<file path="src/rtl/fetch_latch_mapper.sv">
module fetch_latch_mapper #(
  parameter int PRG_BANK_W = 4,
  parameter int CHR_BANK_W = 5
) (
  input  logic                       clk,
  input  logic                       rst_n,
  input  logic [15:0]                cpu_addr,
  input  logic [7:0]                 cpu_data,
  input  logic                       cpu_wr,
  input  logic [13:0]                ppu_addr,
  input  logic                       ppu_rd,
  output logic [PRG_BANK_W+13:0]     prg_addr,
  output logic                       prg_rom_ce,
  output logic                       prg_ram_ce,
  output logic [CHR_BANK_W+11:0]     chr_addr,
  output logic                       ciram_a10,
  output logic                       mirror_h
);
  localparam int PRG_AW = PRG_BANK_W + 14;
  localparam int CHR_AW = CHR_BANK_W + 12;

  logic [PRG_BANK_W-1:0] prg_bank;
  logic [CHR_BANK_W-1:0] chr_bank [4];
  logic [1:0]            sel_fe;
  logic                  mir;

  logic       half, pat_fetch, row_fd, row_fe;
  logic [1:0] chr_idx;

  assign half      = ppu_addr[12];
  assign pat_fetch = ppu_rd && !ppu_addr[13];
  assign row_fd    = ppu_addr[11:3] == {8'hFD, 1'b1};
  assign row_fe    = ppu_addr[11:3] == {8'hFE, 1'b1};

  always_ff @(posedge clk) begin
    if (!rst_n) begin
      prg_bank <= '0;
      mir      <= 1'b0;
      for (int i = 0; i < 4; i++) chr_bank[i] <= '0;
    end else if (cpu_wr) begin
      case (cpu_addr[15:12])
        4'hA: prg_bank    <= cpu_data[PRG_BANK_W-1:0];
        4'hB: chr_bank[0] <= cpu_data[CHR_BANK_W-1:0];
        4'hC: chr_bank[1] <= cpu_data[CHR_BANK_W-1:0];
        4'hD: chr_bank[2] <= cpu_data[CHR_BANK_W-1:0];
        4'hE: chr_bank[3] <= cpu_data[CHR_BANK_W-1:0];
        4'hF: mir         <= cpu_data[0];
        default: ;
      endcase
    end
  end

  always_ff @(posedge clk) begin
    if (!rst_n) sel_fe <= 2'b11;
    else if (pat_fetch && (row_fd || row_fe)) sel_fe[half] <= row_fe;
  end

  assign prg_rom_ce = cpu_addr[15];
  assign prg_ram_ce = cpu_addr[15:13] == 3'b011;
  assign prg_addr   = {cpu_addr[14] ? {PRG_BANK_W{1'b1}} : prg_bank, cpu_addr[13:0]};

  assign chr_idx    = {half, sel_fe[half]};
  assign chr_addr   = {chr_bank[chr_idx], ppu_addr[11:0]};

  assign mirror_h   = mir;
  assign ciram_a10  = mir ? ppu_addr[11] : ppu_addr[10];

  p_ce_excl_r1: assert property (@(posedge clk) disable iff (!rst_n)
    !(prg_rom_ce && prg_ram_ce));

  p_fixed_last_r3: assert property (@(posedge clk) disable iff (!rst_n)
    (cpu_addr[15:14] == 2'b11) |-> (prg_addr[PRG_AW-1:14] == {PRG_BANK_W{1'b1}}));

  p_lo_fd_r6: assert property (@(posedge clk) disable iff (!rst_n)
    (ppu_rd && ppu_addr[13:3] == {3'b000, 8'hFD, 1'b1}) |=>
      (ppu_addr[13:12] != 2'b00 || chr_addr[CHR_AW-1:12] == chr_bank[0]));

  p_hi_fe_r7: assert property (@(posedge clk) disable iff (!rst_n)
    (ppu_rd && ppu_addr[13:3] == {3'b001, 8'hFE, 1'b1}) |=>
      (ppu_addr[13:12] != 2'b01 || chr_addr[CHR_AW-1:12] == chr_bank[3]));

  p_sel_hold_r8: assert property (@(posedge clk) disable iff (!rst_n)
    !ppu_rd |=> $stable(sel_fe));

  p_prg_hold_r10: assert property (@(posedge clk) disable iff (!rst_n)
    (!cpu_wr || cpu_addr[15:12] != 4'hA) |=> $stable(prg_bank));
endmodule

</file>
<file path="config.mk">
export PLATFORM = sky130hd
export DESIGN_NAME = fetch_latch_mapper
export DESIGN_NICKNAME = d
export VERILOG_FILES = /design/src/rtl/fetch_latch_mapper.sv
export SDC_FILE = /design/constraint.sdc
export NUM_CORES = 1
export LEC_CHECK = 0
export BUFFER_PORTS_ARGS = -buffer_cell sky130_fd_sc_hd__buf_4
export CORE_MARGIN = 2
export CORE_UTILIZATION = 41
export DETAILED_ROUTE_END_ITERATION = 16
export PLACE_DENSITY = 0.76
export SETUP_SLACK_MARGIN = 0.2
export SLEW_MARGIN = 40
export SYNTH_ARGS = -nofsm -noshare
export SYNTH_HDL_FRONTEND = slang
export SYNTH_SLANG_ARGS = --single-unit
</file>
<file path="constraint.sdc">
create_clock -name clk -period 1.4 [get_ports clk]
set_input_delay 0.28 -clock clk [delete_from_list [all_inputs] [get_ports clk]]
set_output_delay 0.28 -clock clk [all_outputs]
set_load 0.005 [all_outputs]
</file>
# --- After elaboration in Yosys (flattened, before gate mapping) ---
# Memories as Yosys holds them, arrays and structs flattened.
# Cells that the tools add are included.
totals:
  mem_count: 1
  reg_bits: 7
  elab_cells: 54
  in_bits: 42
  output_inout_bits: 39
  ram_bits: 20
mem_list:
  columns: ["name", "depth", "word_bits", "read_ports", "rd_ports_with_merged_regs", "wr", "line", "text"]
  rows:
  - ["chr_bank", 4, 5, 1, 0, 4, "23", "logic [CHR_BANK_W-1:0] chr_bank [4];"]
op_classes:
  n_mux: 28
  bitwise: 4
  n_lt_le_gt_ge: 2
  eq_ne: 9
  n_reduce_logical: 7
ops:
  columns: ["cell", "n"]
  rows:
  - ["$eq A4 B4 Y1 const B", 6]
  - ["$mux W1", 21]
  - ["$mux W5", 4]
  - ["$eq A9 B9 Y1 const B", 2]
  - ["$mux W4", 1]
  - ["$or A1 B1 Y1", 4]
  - ["$reduce_and A2 Y1", 2]
  - ["$eq A3 B2 Y1 const B", 1]
  - ["$logic_and A1 B1 Y1", 3]
  - ["$bwmux W2", 1]
  - ["$lt A1 B2 Y1 const B", 1]
  - ["$demux W1 S1", 1]
  - ["$ge A1 B1 Y1 const B", 1]
  - ["$logic_not A1 Y1", 1]
  - ["$logic_or A1 B1 Y1", 1]

# --- Longest topological paths before layout ---
# Gate-level depths: netlist (run 1).
depth:
  ltp_word: 6
  ltp_mapped: 4
  ltp_nobuf: 3

# --- Worst setup path before layout (run 1) ---
# OpenSTA, ideal clock, no wires.
synth_path:
  path_kind: "input to register"
  from: "input port cpu_addr[12]"
  to: "memory chr_bank[1][0] (enable)"
  n_path_buf: 1
  required_ps: 1024
  arrival_time_ps: 1109
  setup_ps: 376
  stages: 3
  slack_ps: -85
  cell_sequence: "clkbuf_2 -> nand2b_1 -> o31ai_1"
synth_rtl:
  columns: ["element", "line", "text"]
  rows:
  - ["start, declared", "7", "input logic [15:0] cpu_addr,"]
  - ["end, declared", "23", null]

# --- Worst setup path in the final report (run 1) ---
layout_path:
  from: "register sel_fe[0]"
  to: "output port chr_addr[15]"
layout_between:
  elab_chain_cells: 3
layout_lines:
  columns: ["element", "line", "text"]
  rows:
  - ["start, declared", "24", "logic [1:0] sel_fe;"]
  - ["start signal, assigned by index", "55", "else if (pat_fetch && (row_fd || row_fe)) sel_fe[half] <= row_fe;"]
  - ["$mux W1 (implied by the code) (2 in series)", "62", "assign chr_idx = {half, sel_fe[half]};"]
  - ["$mem_v2 Z4 W5", null, null]
  - ["end, declared", "15", "output logic [CHR_BANK_W+11:0] chr_addr,"]
# Every way passes these cells. The select of a mux whose other input is x is not followed.

==> results of run 1 <==
[registers in the layout (all words and copies together) (netlist names)]
signal and cells:
prg_bank 4, mirror_h 1, sel_fe 2, chr_bank 20
[repair_timing]
action                                  in CTS  in global routing
setup buffers                                2                  1
resized for setup                           25                  1
pin swaps                                    6                  3
endpoints found under the setup margin      10                 10
[layout by cell type (no fill, tap or decap), types with 2 or more instances in the layout]
cell      Yosys  routed
nand3_1       5       5
nand2_1       3       3
nor2_1        4       4
nand2b_1      4       3
nor2b_1       6       6
a21oi_1      10       9
or2_4         0       4
a211oi_1      7       2
nor3_2        2       2
buf_6         0       6
a211oi_2      0       5
and2_1       20      20
o21ai_1       0       2
nand2_2       2       2
edfxtp_1     20      20
nor4_1        2       2
dfxtp_4       0       2
nand4_1       2       2
buf_4        28      48
mux2i_1       7       7
dfxtp_2       0       5
o21ai_0       8       5
clkbuf_8      0       3
[stage by stage]
stage	setup TNS, ns	total power (µW)	util (%)
floorplan	0	1090	-
global placement	0	1170	49.8
detailed placement	0	1180	49.8
CTS	-0.359	1630	53.5
global route	-0.555	1680	53.8
finish	-0.251	1630	53.8
[Yosys cell counts, types with 2 or more instances]
| cell | count | area share, % |
|---|---|---|
| buf_4 | 28 | 13 |
| and2_1 | 20 | 7.8 |
| edfxtp_1 | 20 | 37 |
| a21oi_1 | 10 | 3.1 |
| o21ai_0 | 8 | 2.5 |
| a211oi_1 | 7 | 3.3 |
| dfxtp_1 | 7 | 8.7 |
| mux2i_1 | 7 | 4.3 |
| nor2b_1 | 6 | 2.3 |
| nand3_1 | 5 | 1.6 |
| or2_2 | 5 | 1.9 |
| nand2b_1 | 4 | 1.6 |
| nor2_1 | 4 | 0.93 |
| nand2_1 | 3 | 0.70 |
| buf_2 | 2 | 0.62 |
| nand2_2 | 2 | 0.78 |
| nand4_1 | 2 | 0.78 |
| nor3_2 | 2 | 1.2 |
| nor4_1 | 2 | 0.78 |
[power groups by stage]
stage	logic (µW)	registers [µW]	clock network [µW]
4_1_cts	277	903	455
5_1_grt	302	906	473
2_1_floorplan	168	918	0
3_5_place_dp	259	922	0
6_report	277	903	448
3_3_place_gp	252	920	0
[final cells by class]
| cell class | count | area [µm²] |
|---|---|---|
| flip-flops and latches | 27 | 754 |
| repair buffers | 54 | 428 |
| fillers | 316 | 1720 |
| clock inverters | 1 | 5.00 |
| inverters | 2 | 12.5 |
| clock buffers | 3 | 41.3 |
| multi-input cells | 94 | 697 |
| well taps | 48 | 60.1 |
[final timing paths]
kind	start	end	slack, ns	cells past startpoint
max	sel_fe[0]	chr_addr[15]	-0.08	4
min	cpu_data[3]	prg_bank[3]	0.27	3
max reg2reg	sel_fe[1]	sel_fe[1]	0.47	3
min reg2reg	prg_bank[3]	prg_bank[3]	0.49	2
[layer usage]
metal | GRT usage, % | vias up | share of wire [%]
met2 | 27.8 | 60 | 48
met4 | 6.38 | 0 | 1.9
met5 | 0 | - | 0
met1 | 19.2 | 552 | 41
li1 | - | 576 | -
met3 | 3.21 | 9 | 8.7
[kinds of logic (layout without fill, tap and decap cells)]
kind of cell    Yosys count  after routing
flops                    27             27
buf+inv                  34             60
simple gates             60             60
compound gates           26             26
mux                       8              8
[critical path, delay by kind of cell, from the launching register on]
family | cells | cell delay, ns
compound gates | 2 | 0.28
buf+inv | 2 | 0.27
flops | 1 | 0.38
==> metrics.txt, run 1 <==
sequential fraction of the synthesis area between 40% and 50%; DR iter-0 viols 41; top_reg_cell synth edfxtp_1; Worst path max stage delay around 0.38 ns; ys async rst share 0%; initial antenna violation count 0; Leak 0.000794 µW; cell area after synthesis about 1600 µm²; final slew viol count 0; slowest CP cell dfxtp_4; WL final about 3.3 mm; IO Port Bufs 47; cell count after synthesis between 150 and 200; Post-synth EDFFs 20; worst vdd ir between 0.3 and 0.4 mV; Starting Density 43.4%; Clock Skew 0 ns; CTS tree done; Flop pwr share between 50 and 60%; Non-Filler Instances around 230; Worst Path Required ~1.1 ns; Tightest Pin Transition 0.325 ns; Logic pwr share 17.0%; Warnings, synthesis 0; Placed Cells around 220; CTS Buf Count 3; row count 22; Setup WS post-layout -0.0831 ns; DR WL/cell 14.5 µm; # clock sinks 27; core area ~3700 µm²; Synth Area in XOR/XNOR 0%; DP HPWL 2.47 mm; Synth Area per Inst between 10 and 15 µm²; post-synthesis adder-cell area fraction 0%; nature of the critical path endpoint output port; io pins 81; fin crit period about 1.5 ns; Root Buffer clkbuf_8; main combinational cell family by area after synthesis simple AND/OR/NAND/NOR gates; DRC Markers 0; crit start category flip-flop; HP Class input pin to flip-flop; Via density 5.23; Setup CP Type flip-flop to output port; RSZ-0062 raised after global routing yes; overflow left after global routing 0; mux contribution to synthesized area just over 5%; Max-slew headroom roughly 78%; clock slew at reported path FFs approximately 0.09 ns; net count after synthesis ~200; layout net count between 200 and 250; Max clock buf depth 2; synth-to-layout area growth 24.0%; first-pass GRT wire length 5.30 mm; crit path cell chain buf_6 > a211oi_2 > a21oi_2 > buf_4; status complete, but fails checks; worst hold margin about 0.27 ns; Die Ht 66.7 µm; Placed Area 1850 µm²; Max Fclk between 0.6 and 0.7 GHz; DIE AREA between 4000 and 5000 µm²; PD cells between 800 and 900 nW/µm²; final hold viol count 0; layout cell share with drive strength beyond 1 around half; routability cong. between 0.8 and 0.9; Internal 1240 µW; fin area ~2000 µm²; CTS Hold Bufs 0; # H-tree levels 1; worst path arrival time 1.20 ns; drt pass-1 iters 4; flops & latches, synth 27; final count of negative-setup-slack endpoints 5; Tcrit/Tclk final 106%; Via Count about 1200; clock power share 27.5%; switching share of power 23.9%; total track usage ~16%; Die X-Extent roughly 67 µm; largest net degree at the start of global routing 16; Net Sw Power around 400 µW; n_diodes 0; Worst-Skew Late Latency 0.27 ns; Placement Setup Slack 0.0876 ns; synth unique cells 30; max_cap viols 0; Post-Synth Simple-Gate Area around a quarter; number of global-route vias before repair roughly 1100; CP Max Fanout 7; failing checks negative setup slack; Synth Area in Compound Gates a little under a tenth; DRT antenna net count 0
Power figures use the tool's default switching activity.
==> inputs of run 2 (changes only) <==
--- a/config.mk
+++ b/config.mk
@@ -6,9 +6,10 @@
 export NUM_CORES = 1
 export LEC_CHECK = 0
 export BUFFER_PORTS_ARGS = -buffer_cell sky130_fd_sc_hd__buf_4
-export CORE_MARGIN = 2
+export CORE_MARGIN = 1
 export CORE_UTILIZATION = 41
 export DETAILED_ROUTE_END_ITERATION = 16
+export MAX_ROUTING_LAYER = met4
 export PLACE_DENSITY = 0.76
 export SETUP_SLACK_MARGIN = 0.2
 export SLEW_MARGIN = 40
==> metrics.txt, run 2 (synthesis gave the netlist of run 1 again) <==
layout cell share with drive strength beyond 1 48.6% (-0.57 points); DR iter-0 viols 43 (+4.9%); Max Fclk 0.682 GHz (+1.2%); max_cap viols 0 (unchanged); failing checks negative setup slack; WL final 3.24 mm (-2.4%); Max-slew headroom 77.1% (-1.2 points); DR WL/cell 14.3 µm (-1.6%); CTS tree done; worst hold margin 0.294 ns (+0.0210 ns); R2R setup slack 0.49 ns (+0.02 ns); # clock sinks 27 (unchanged); Largest regs chr_bank (20), prg_bank (4), sel_fe (2); Worst path max stage delay 0.37 ns (about the same); final count of negative-setup-slack endpoints 5 (unchanged); final hold viol count 0 (unchanged); Placement Setup Slack 0.0974 ns (+0.00977 ns); Tightest Pin Transition 0.340 ns (+0.0146 ns); max reg flops 20 (unchanged); slowest CP cell dfxtp_4; Die Ht 64.7 µm (-3.0%); PD cells 816 nW/µm² (+0.12%); drt pass-1 iters 4 (unchanged); RSZ-0062 raised after global routing yes; Worst Path Required 1.12 ns (about the same); DRT antenna net count 0 (unchanged); row count 22 (unchanged); Root Buffer clkbuf_8; IO Port Bufs 47 (unchanged); status complete, but fails checks; Setup CP Type flip-flop to output port; Max clock buf depth 2 (unchanged); Tcrit/Tclk final 105% (-1.2 points); most frequent cells in the layout buf_4, and2_1, edfxtp_1, a21oi_1, mux2i_1; Leak 0.000784 µW (-1.2%); Reg with most FFs chr_bank; final core occ 53.4% (-0.40 points); first-pass GRT wire length 5.38 mm (+1.4%); routability cong. 0.778 (-5.2%); Worst-Skew Late Latency 0.26 ns (about the same); DRC Markers 0 (unchanged); synth-to-layout area growth 23.1%; # H-tree levels 1 (unchanged); overflow left after global routing 0 (unchanged); Via Count 1180 (-1.4%); core area 3720 µm² (unchanged); fin crit period 1.47 ns (-0.0174 ns); largest net degree at the start of global routing 16 (unchanged); layout net count 222 (-0.89%); Clock Skew 0 ns (unchanged); clock slew at reported path FFs 0.09 ns (about the same); nature of the critical path endpoint output port; Via density 5.20 (-0.55%); CP Max Fanout 7 (unchanged); io pins 81 (unchanged); n_diodes 0 (unchanged); DP HPWL 2.36 mm (-4.7%); initial antenna violation count 0 (unchanged); crit path cell chain buf_6 > a211oi_2 > a21oi_1 > buf_4; fin area 1980 µm² (-0.75%); crit start category flip-flop; HP Class input pin to flip-flop; worst path arrival time 1.19 ns (about the same); most common cell after layout, fill and taps aside buf_4; number of global-route vias before repair 1204 (+7.3%); Placed Area 1840 µm² (-0.41%); DIE AREA 4190 µm² (-5.9%); CTS Buf Count 3 (unchanged); Setup WS post-layout -0.0657 ns (+0.0174 ns); Die X-Extent 64.7 µm (-3.0%); Starting Density 43.4% (unchanged); worst vdd ir 0.403 mV (+20%); total track usage 17.2% (+1.2 points); final slew viol count 0 (unchanged)
==> run 2: path summary, 6_finish.rpt <==
check / start / endpoint / depth (start not counted)
setup / recovery: sel_fe[0] / chr_addr[14] / 4
hold / removal: cpu_data[3] / prg_bank[3] / 3
setup reg to reg: sel_fe[0] / sel_fe[0] / 3
hold reg to reg: prg_bank[3] / prg_bank[3] / 2
==> run 2: power breakdown <==
part	internal, µW	switching (µW)	leakage (µW)	total (µW)
Combinational	148	131	0.000508	278
Sequential	890	12.3	0.000250	902
Clock	199	237	0.0000255	436
==> run 2: metrics by stage <==
step           std cells  power [µW]  setup TNS, ns
2_1_floorplan        155        1090              0
3_3_place_gp         221        1170              0
3_5_place_dp         221        1180              0
4_1_cts              227        1620         -0.251
5_1_grt              227        1680         -0.583
6_report             227        1620         -0.252
==> run 2: area by class of cell <==
| cell class | instances | area (µm²) |
|---|---|---|
| clock buffers | 3 | 41.3 |
| flip-flops and latches | 27 | 754 |
| multi-input cells | 94 | 697 |
| fillers | 333 | 1730 |
| repair buffers | 52 | 413 |
| clock inverters | 1 | 5.00 |
| inverters | 2 | 12.5 |
| well taps | 48 | 60.1 |
==> run 2: repair_timing <==
action | CTS | global route
gates cloned | 0 | 0
gates resized for setup | 25 | 1
setup endpoints to repair | 10 | 10
hold buffers | 0 | 0
setup buffers | 2 | 0
hold endpoints to repair | 0 | 0
pin swaps | 8 | 1
==> run 2: metal layers <==
layer | vias to the layer above | track usage, % | wire length (µm)
met5 | - | - | 0
met1 | 538 | 19.6 | 1370
li1 | 571 | - | -
met3 | 8 | 3.17 | 209
met2 | 63 | 30.5 | 1630
met4 | 0 | 5.00 | 24
==> run 2: critical path, delay by kind of cell, from the launching register on <==
kind                   cells  cell delay [ns]
AOI/OAI and AO/OA          2             0.27
buffers and inverters      2             0.28
DFF                        1             0.37
